### src/rtl/gpo_pkg.sv
package gpo_pkg;
  typedef enum logic [1:0] {
    RG_PIN  = 2'd0,
    RG_MSK  = 2'd1,
    RG_IN   = 2'd2,
    RG_NONE = 2'd3
  } rgn_e;

  localparam int PIN_LANES = 4;
  localparam int MSK_SPAN  = 16;
  localparam int IN_SPAN   = 32;
  localparam int PIN_BIT   = 7;

  // word of the per-pin window that holds pin p
  function automatic int pin_word(int p);
    return p / PIN_LANES;
  endfunction

  // byte lane of pin p inside its per-pin word
  function automatic int pin_lane(int p);
    return p % PIN_LANES;
  endfunction

  // masked word that covers pin p
  function automatic int msk_word(int p);
    return p / MSK_SPAN;
  endfunction

  // slot of pin p inside its masked word
  function automatic int msk_slot(int p);
    return p % MSK_SPAN;
  endfunction
endpackage

### src/rtl/gpo_sync.sv
module gpo_sync #(
  parameter int W = 32
) (
  input  logic         clk,
  input  logic         rst_n,
  input  logic [W-1:0] d,
  output logic [W-1:0] q
);
  logic [W-1:0] s1_q, s2_q;
  logic [1:0]   warm_q;

  always_ff @(posedge clk) begin
    if (!rst_n) begin
      s1_q <= '0;
      s2_q <= '0;
    end else begin
      s1_q <= d;
      s2_q <= s1_q;
    end
  end

  // counts edges since reset so the depth check never looks into reset
  always_ff @(posedge clk) begin
    if (!rst_n)               warm_q <= 2'd0;
    else if (warm_q != 2'd2)  warm_q <= warm_q + 2'd1;
  end

  assign q = s2_q;

  AST_SYNC_TWO_STAGE: assert property (@(posedge clk) disable iff (!rst_n)
    (warm_q == 2'd2) |-> (q == $past(d, 2)));
endmodule

### src/rtl/gpo_wdec.sv
module gpo_wdec #(
  parameter int NPINS = 512,
  parameter int IW    = 7
) (
  input  logic              wr_en,
  input  gpo_pkg::rgn_e     rgn,
  input  logic [IW-1:0]     idx,
  input  logic [3:0]        be,
  input  logic [31:0]       wdata,
  output logic [NPINS-1:0]  upd_en,
  output logic [NPINS-1:0]  upd_val,
  output logic [NPINS-1:0]  mk_en,
  output logic [NPINS-1:0]  mk_val
);
  logic [NPINS-1:0] pp_en;

  for (genvar p = 0; p < NPINS; p++) begin : g_pin
    localparam int LN = gpo_pkg::pin_lane(p);
    localparam int PW = gpo_pkg::pin_word(p);
    localparam int MW = gpo_pkg::msk_word(p);
    localparam int SL = gpo_pkg::msk_slot(p);

    assign pp_en[p]   = wr_en && (rgn == gpo_pkg::RG_PIN) &&
                        (idx == IW'(PW)) && be[LN];
    assign mk_en[p]   = wr_en && (rgn == gpo_pkg::RG_MSK) &&
                        (idx == IW'(MW)) && wdata[gpo_pkg::MSK_SPAN + SL];
    assign mk_val[p]  = wdata[SL];
    assign upd_en[p]  = pp_en[p] | mk_en[p];
    assign upd_val[p] = pp_en[p] ? wdata[8*LN + gpo_pkg::PIN_BIT] : mk_val[p];
  end
endmodule

### src/rtl/gpo_rmux.sv
module gpo_rmux #(
  parameter int NPINS = 512,
  parameter int IW    = 7
) (
  input  gpo_pkg::rgn_e     rgn,
  input  logic [IW-1:0]     idx,
  input  logic [NPINS-1:0]  lat,
  input  logic [NPINS-1:0]  sync,
  output logic [31:0]       rd_val
);
  localparam int IN_WORDS = NPINS / gpo_pkg::IN_SPAN;

  always_comb begin
    rd_val = '0;
    case (rgn)
      gpo_pkg::RG_PIN: begin
        for (int k = 0; k < gpo_pkg::PIN_LANES; k++) begin
          if (int'(idx) * gpo_pkg::PIN_LANES + k < NPINS)
            rd_val[8*k + gpo_pkg::PIN_BIT] = lat[int'(idx) * gpo_pkg::PIN_LANES + k];
        end
      end
      gpo_pkg::RG_IN: begin
        if (int'(idx) < IN_WORDS) begin
          for (int b = 0; b < gpo_pkg::IN_SPAN; b++)
            rd_val[b] = sync[int'(idx) * gpo_pkg::IN_SPAN + b];
        end
      end
      default: rd_val = '0;
    endcase
  end
endmodule

### src/rtl/gpo_bank.sv
module gpo_bank #(
  parameter int NPINS = 512,
  parameter int AW    = 2 + $clog2(NPINS / 4)
) (
  input  logic              clk,
  input  logic              rst_n,
  input  logic              wr_en,
  input  logic              rd_en,
  input  logic [AW-1:0]     addr,
  input  logic [3:0]        be,
  input  logic [31:0]       wdata,
  input  logic [NPINS-1:0]  pad_in,
  output logic [31:0]       rdata,
  output logic [NPINS-1:0]  pad_out
);
  localparam int IW = AW - 2;

  gpo_pkg::rgn_e    rgn;
  logic [IW-1:0]    idx;
  logic [NPINS-1:0] lat_q, sync_q;
  logic [NPINS-1:0] upd_en, upd_val, mk_en, mk_val;
  logic [31:0]      rd_val, rdata_q;

  assign rgn = gpo_pkg::rgn_e'(addr[AW-1 -: 2]);
  assign idx = addr[IW-1:0];

  gpo_sync #(.W(NPINS)) u_sync (
    .clk (clk), .rst_n (rst_n), .d (pad_in), .q (sync_q)
  );

  gpo_wdec #(.NPINS(NPINS), .IW(IW)) u_wdec (
    .wr_en (wr_en), .rgn (rgn), .idx (idx), .be (be), .wdata (wdata),
    .upd_en (upd_en), .upd_val (upd_val), .mk_en (mk_en), .mk_val (mk_val)
  );

  gpo_rmux #(.NPINS(NPINS), .IW(IW)) u_rmux (
    .rgn (rgn), .idx (idx), .lat (lat_q), .sync (sync_q), .rd_val (rd_val)
  );

  always_ff @(posedge clk) begin
    if (!rst_n) lat_q <= '0;
    else        lat_q <= (lat_q & ~upd_en) | (upd_val & upd_en);
  end

  always_ff @(posedge clk) begin
    if (!rst_n)     rdata_q <= '0;
    else if (rd_en) rdata_q <= rd_val;
    else            rdata_q <= '0;
  end

  assign rdata   = rdata_q;
  assign pad_out = lat_q;

  AST_KEEP_UNSELECTED: assert property (@(posedge clk) disable iff (!rst_n)
    ((lat_q ^ $past(lat_q)) & ~$past(upd_en)) == '0);
  AST_MASK_COMMIT: assert property (@(posedge clk) disable iff (!rst_n)
    ($past(mk_en) & (lat_q ^ $past(mk_val))) == '0);
  AST_MSK_READ_ZERO: assert property (@(posedge clk) disable iff (!rst_n)
    (rd_en && rgn == gpo_pkg::RG_MSK) |=> (rdata == 32'd0));
  AST_UNMAPPED_READ_ZERO: assert property (@(posedge clk) disable iff (!rst_n)
    (rd_en && rgn == gpo_pkg::RG_NONE) |=> (rdata == 32'd0));
  AST_PIN_SPARE_ZERO: assert property (@(posedge clk) disable iff (!rst_n)
    (rd_en && rgn == gpo_pkg::RG_PIN) |=> ((rdata & ~32'h8080_8080) == 32'd0));
  AST_IDLE_READ_ZERO: assert property (@(posedge clk) disable iff (!rst_n)
    (!rd_en) |=> (rdata == 32'd0));
endmodule

### config.mk
export PLATFORM = sky130hd
export DESIGN_NAME = gpo_bank
export DESIGN_NICKNAME = d
export VERILOG_FILES = /design/src/rtl/gpo_pkg.sv /design/src/rtl/gpo_sync.sv /design/src/rtl/gpo_wdec.sv /design/src/rtl/gpo_rmux.sv /design/src/rtl/gpo_bank.sv
export SDC_FILE = /design/constraint.sdc
export NUM_CORES = 2
export LEC_CHECK = 0
export BUFFER_PORTS_ARGS = -buffer_cell sky130_fd_sc_hd__buf_4
export CAP_MARGIN = 0
export CORE_MARGIN = 2
export CORE_UTILIZATION = 30
export CTS_CLUSTER_DIAMETER = 60
export DETAILED_ROUTE_END_ITERATION = 12
export GPL_TIMING_DRIVEN = 0
export MAX_ROUTING_LAYER = met4
export SLEW_MARGIN = 20
export SYNTH_ARGS = -nofsm -noshare
export SYNTH_HDL_FRONTEND = slang
export SYNTH_SLANG_ARGS = --single-unit
export TNS_END_PERCENT = 5
### constraint.sdc
create_clock -name clk -period 6.1 [get_ports clk]
set_input_delay 0 -clock clk [delete_from_list [all_inputs] [get_ports clk]]
set_output_delay 0 -clock clk [all_outputs]
set_load 0.1 [all_outputs]
==> flow_metrics.env <==
export IMPL_grt_busiest_layer="met2"
export IMPL_io_pins=1105
export IMPL_grt_start_max_net_pins=17
export IMPL_die_area_mm2=0.218
export IMPL_postCtsSetupRepairBufs=0
export IMPL_cap_violations=0
export IMPL_cts_htree_levels=4
export IMPL_crit_path_end_kind="flip-flop"
export IMPL_clock_path_buffers=3
export IMPL_fp_coreArea_mm2=0.213
export IMPL_clock_sinks=1568
export IMPL_grt_pass1_vias=62859
export IMPL_place_inst=10316
export IMPL_finalHoldViolCount=0
export IMPL_finalSetupViolations=0
export IMPL_start_util_pct=30.2
export IMPL_met2_usage_pct=60.3
export IMPL_hold_path_class="in -> reg"
export IMPL_syn_nets=6962
export IMPL_synth_distinct_cells=67
export IMPL_cts_clk_slew_worst_paths_ps=60
export IMPL_synth_enable_flop_cells=0
export IMPL_synth_cell_area_mm2=0.0642
export IMPL_die_x_um=467
export IMPL_critical_path_required_ps=6780
export IMPL_drc=0
export IMPL_vias=64401
export IMPL_rows=169
export IMPL_rsz0062_at_grt="no"
export IMPL_stdcell_area_mm2=0.0933
export IMPL_layout_drive_gt1_share_pct=21.3
export IMPL_drt_pass1_iter_count=9
export IMPL_power_leakage_uw=0.0398
export IMPL_min_to="u_sync.s1_q[504]"
export IMPL_ys_seq_area_share_pct=48.9
export IMPL_avgSynthCellArea_um2=10.0
export IMPL_syn_to_final_growth_pct=45.2
export IMPL_async_reset_ff_share_pct=0
export IMPL_hp_start="pad_in[504]"
export IMPL_r2r_cells=6
export IMPL_dpl_hpwl_mm=312
export IMPL_grt_pass1_wl_mm=548
export IMPL_grt_use_total_pct=38.1
export IMPL_gp_congestion=1.09
export IMPL_hold_depth=3
export IMPL_fin_setup_tns_ps=0
export IMPL_ir_drop_mv=0.307
export IMPL_wire_per_inst_um=35.5
export IMPL_cp_max_fo=12
export IMPL_placed_area_mm2=0.0761
export IMPL_numCtsBuffers=179
export IMPL_clk_latency_ps=870
export IMPL_via_per_inst=5.47
export IMPL_synth_seq_cells=1568
export IMPL_portBuffers=1092
export IMPL_drtAntennaViolNets=0
export IMPL_grt_ovfl_total=0
export IMPL_arrival_ps=5220
export IMPL_cts_root_buf="clkbuf_16"
export IMPL_antenna_found_initial=47
export IMPL_tightest_slew_ps=1400
export IMPL_finalCriticalPeriod_ps=4540
export IMPL_slew_violations=0
export IMPL_layout_cells_non_filler=11776
export IMPL_period_share_pct=74.5
export IMPL_fmax_mhz=220
export IMPL_r2r_slack_ps=2740
export IMPL_ys_warnings_count=0
export IMPL_clock_skew_final_ps=41.9
export IMPL_die_h_um=467
export IMPL_cts_tree="yes"
export IMPL_finalNetCount=9321
export IMPL_worstReg2RegEnd="rdata[7]"
export IMPL_first_iter_violations=7704
export IMPL_grt_util_met3_pct=9.18
export IMPL_powerDensity_mw_per_mm2=266
export IMPL_relSlewSlack_pct=6.88
export IMPL_crit_type="in -> reg"
export IMPL_routed_wl_mm=418
export IMPL_grt_util_met1_pct=41.2
export IMPL_outcome="complete, no violations"
export IMPL_startpoint_type="input port"
export IMPL_syn_inst=6401
export IMPL_synth_ff_type="dfxtp_1"
==> cells in the mapped netlist (5+ instances only) <==
cell type / n / area [um2]
o211a_1: 47 / 470
a2111oi_0: 5 / 43.8
nor3_2: 9 / 90.1
a31oi_1: 14 / 87.6
mux2i_1: 507 / 5070
mux4_2: 270 / 6080
nand2b_1: 9 / 56.3
o21ai_0: 19 / 95.1
a311oi_1: 49 / 429
dfxtp_1: 1568 / 31400
buf_4: 31 / 233
nor3_1: 46 / 230
nand3_1: 61 / 305
buf_1: 54 / 203
a21oi_1: 28 / 140
a221oi_1: 49 / 429
a22oi_1: 17 / 128
buf_2: 80 / 400
a211oi_1: 375 / 2820
nor2_2: 25 / 156
o22ai_1: 21 / 131
a21o_1: 5 / 37.5
buf_6: 18 / 203
and3_1: 48 / 300
o311a_1: 18 / 180
clkbuf_1: 384 / 1440
nor2_4: 7 / 78.8
nand2_1: 1018 / 3820
a32o_1: 7 / 70.1
and2_1: 1054 / 6590
nor2_1: 479 / 1800
nor2b_1: 14 / 87.6
==> timing repair <==
action / 4_1_cts / 5_1_grt
endpoints found under the hold margin: 686 / 0
setup endpoints to repair: 0 / 0
hold buffers: 1083 / 0
gates resized for setup: 0 / 0
==> cells by family after synthesis <==
logic type      synth area share [%]
simple gates                    21.8
compound gates                  8.07
mux                             17.4
flops                           48.9
buf+inv                         3.87
==> worst max-delay path by stage <==
stage / depth (start not counted) / end / startpoint / slack, ps
2_1_floorplan: 5 / rdata[31] / flip-flop / 3800
3_3_place_gp: 9 / rdata[7] / addr[3] / 1600
3_5_place_dp: 9 / rdata[7] / addr[3] / 1630
4_1_cts: 11 / rdata[7] / addr[1] / 1980
5_1_grt: 11 / rdata[7] / addr[1] / 1900
6_report: 11 / rdata[7] / addr[1] / 1560
==> power breakdown <==
| part | internal (uW) | switching (uW) | total (uW) |
|---|---|---|---|
| registers | 10600 | 107 | 10700 |
| logic | 1130 | 1650 | 2780 |
| clock network | 6430 | 4940 | 11400 |
| total | 18100 | 6690 | 24800 |
==> critical path, stage by stage <==
cell	delay (ps)
dlygate4sd3_1	630
buf_4	170
buf_4	340
buf_4	510
buf_2	930
mux4_2	490
nand3_1	120
a31oi_1	230
nor4_1	1030
o41ai_1	200
a32o_1	470
==> area by class of cell <==
class,instances,area (um2)
antenna,43,108
fill,19761,119000
buffer,567,2520
tap,2821,3530
clock buffer,255,5200
timing repair buffer,2178,19100
sequential,1568,31400
inverter,2,7.51
multi-input combinational,4264,30400
clock inverter,78,1030
==> layout by cell type, fill, tap and decap left out, drive strengths merged, types with 17 or more instances in the layout <==
cell / Yosys / routed
and3: 48 / 48
clkbuf: 384 / 642
buf: 183 / 1275
dlygate4sd3: 0 / 1083
nand3: 61 / 61
a22oi: 17 / 17
a221oi: 49 / 49
inv: 2 / 18
clkinv: 0 / 44
a21oi: 28 / 28
o311a: 18 / 18
diode: 0 / 43
o22ai: 21 / 21
a311oi: 49 / 49
mux2i: 507 / 507
nand2: 1019 / 1019
mux4: 270 / 270
dfxtp: 1568 / 1568
o211a: 47 / 47
nor2: 511 / 511
a211oi: 375 / 375
nor3: 59 / 59
o21ai: 19 / 19
and2: 1054 / 1054
==> per-layer routing <==
layer	vias to the layer above	wire length [um]
met5	-	0
met4	0	39400
met3	1251	40100
met2	4619	193000
met1	31747	146000
li1	26784	-
==> stage by stage <==
stage / power, uW / utilization [%] / hold WS, ps / setup slack (ps)
after floorplan: 11700 / - / 127 / 3800
after detailed placement: 13000 / 35.8 / 211 / 1630
after global placement: 13000 / 35.7 / 210 / 1600
final: 24800 / 43.9 / 43.7 / 1560
after global routing: 25300 / 43.9 / 24.4 / 1900
after CTS: 24700 / 43.8 / 0.118 / 1980
(Power assumes the default switching activity.)
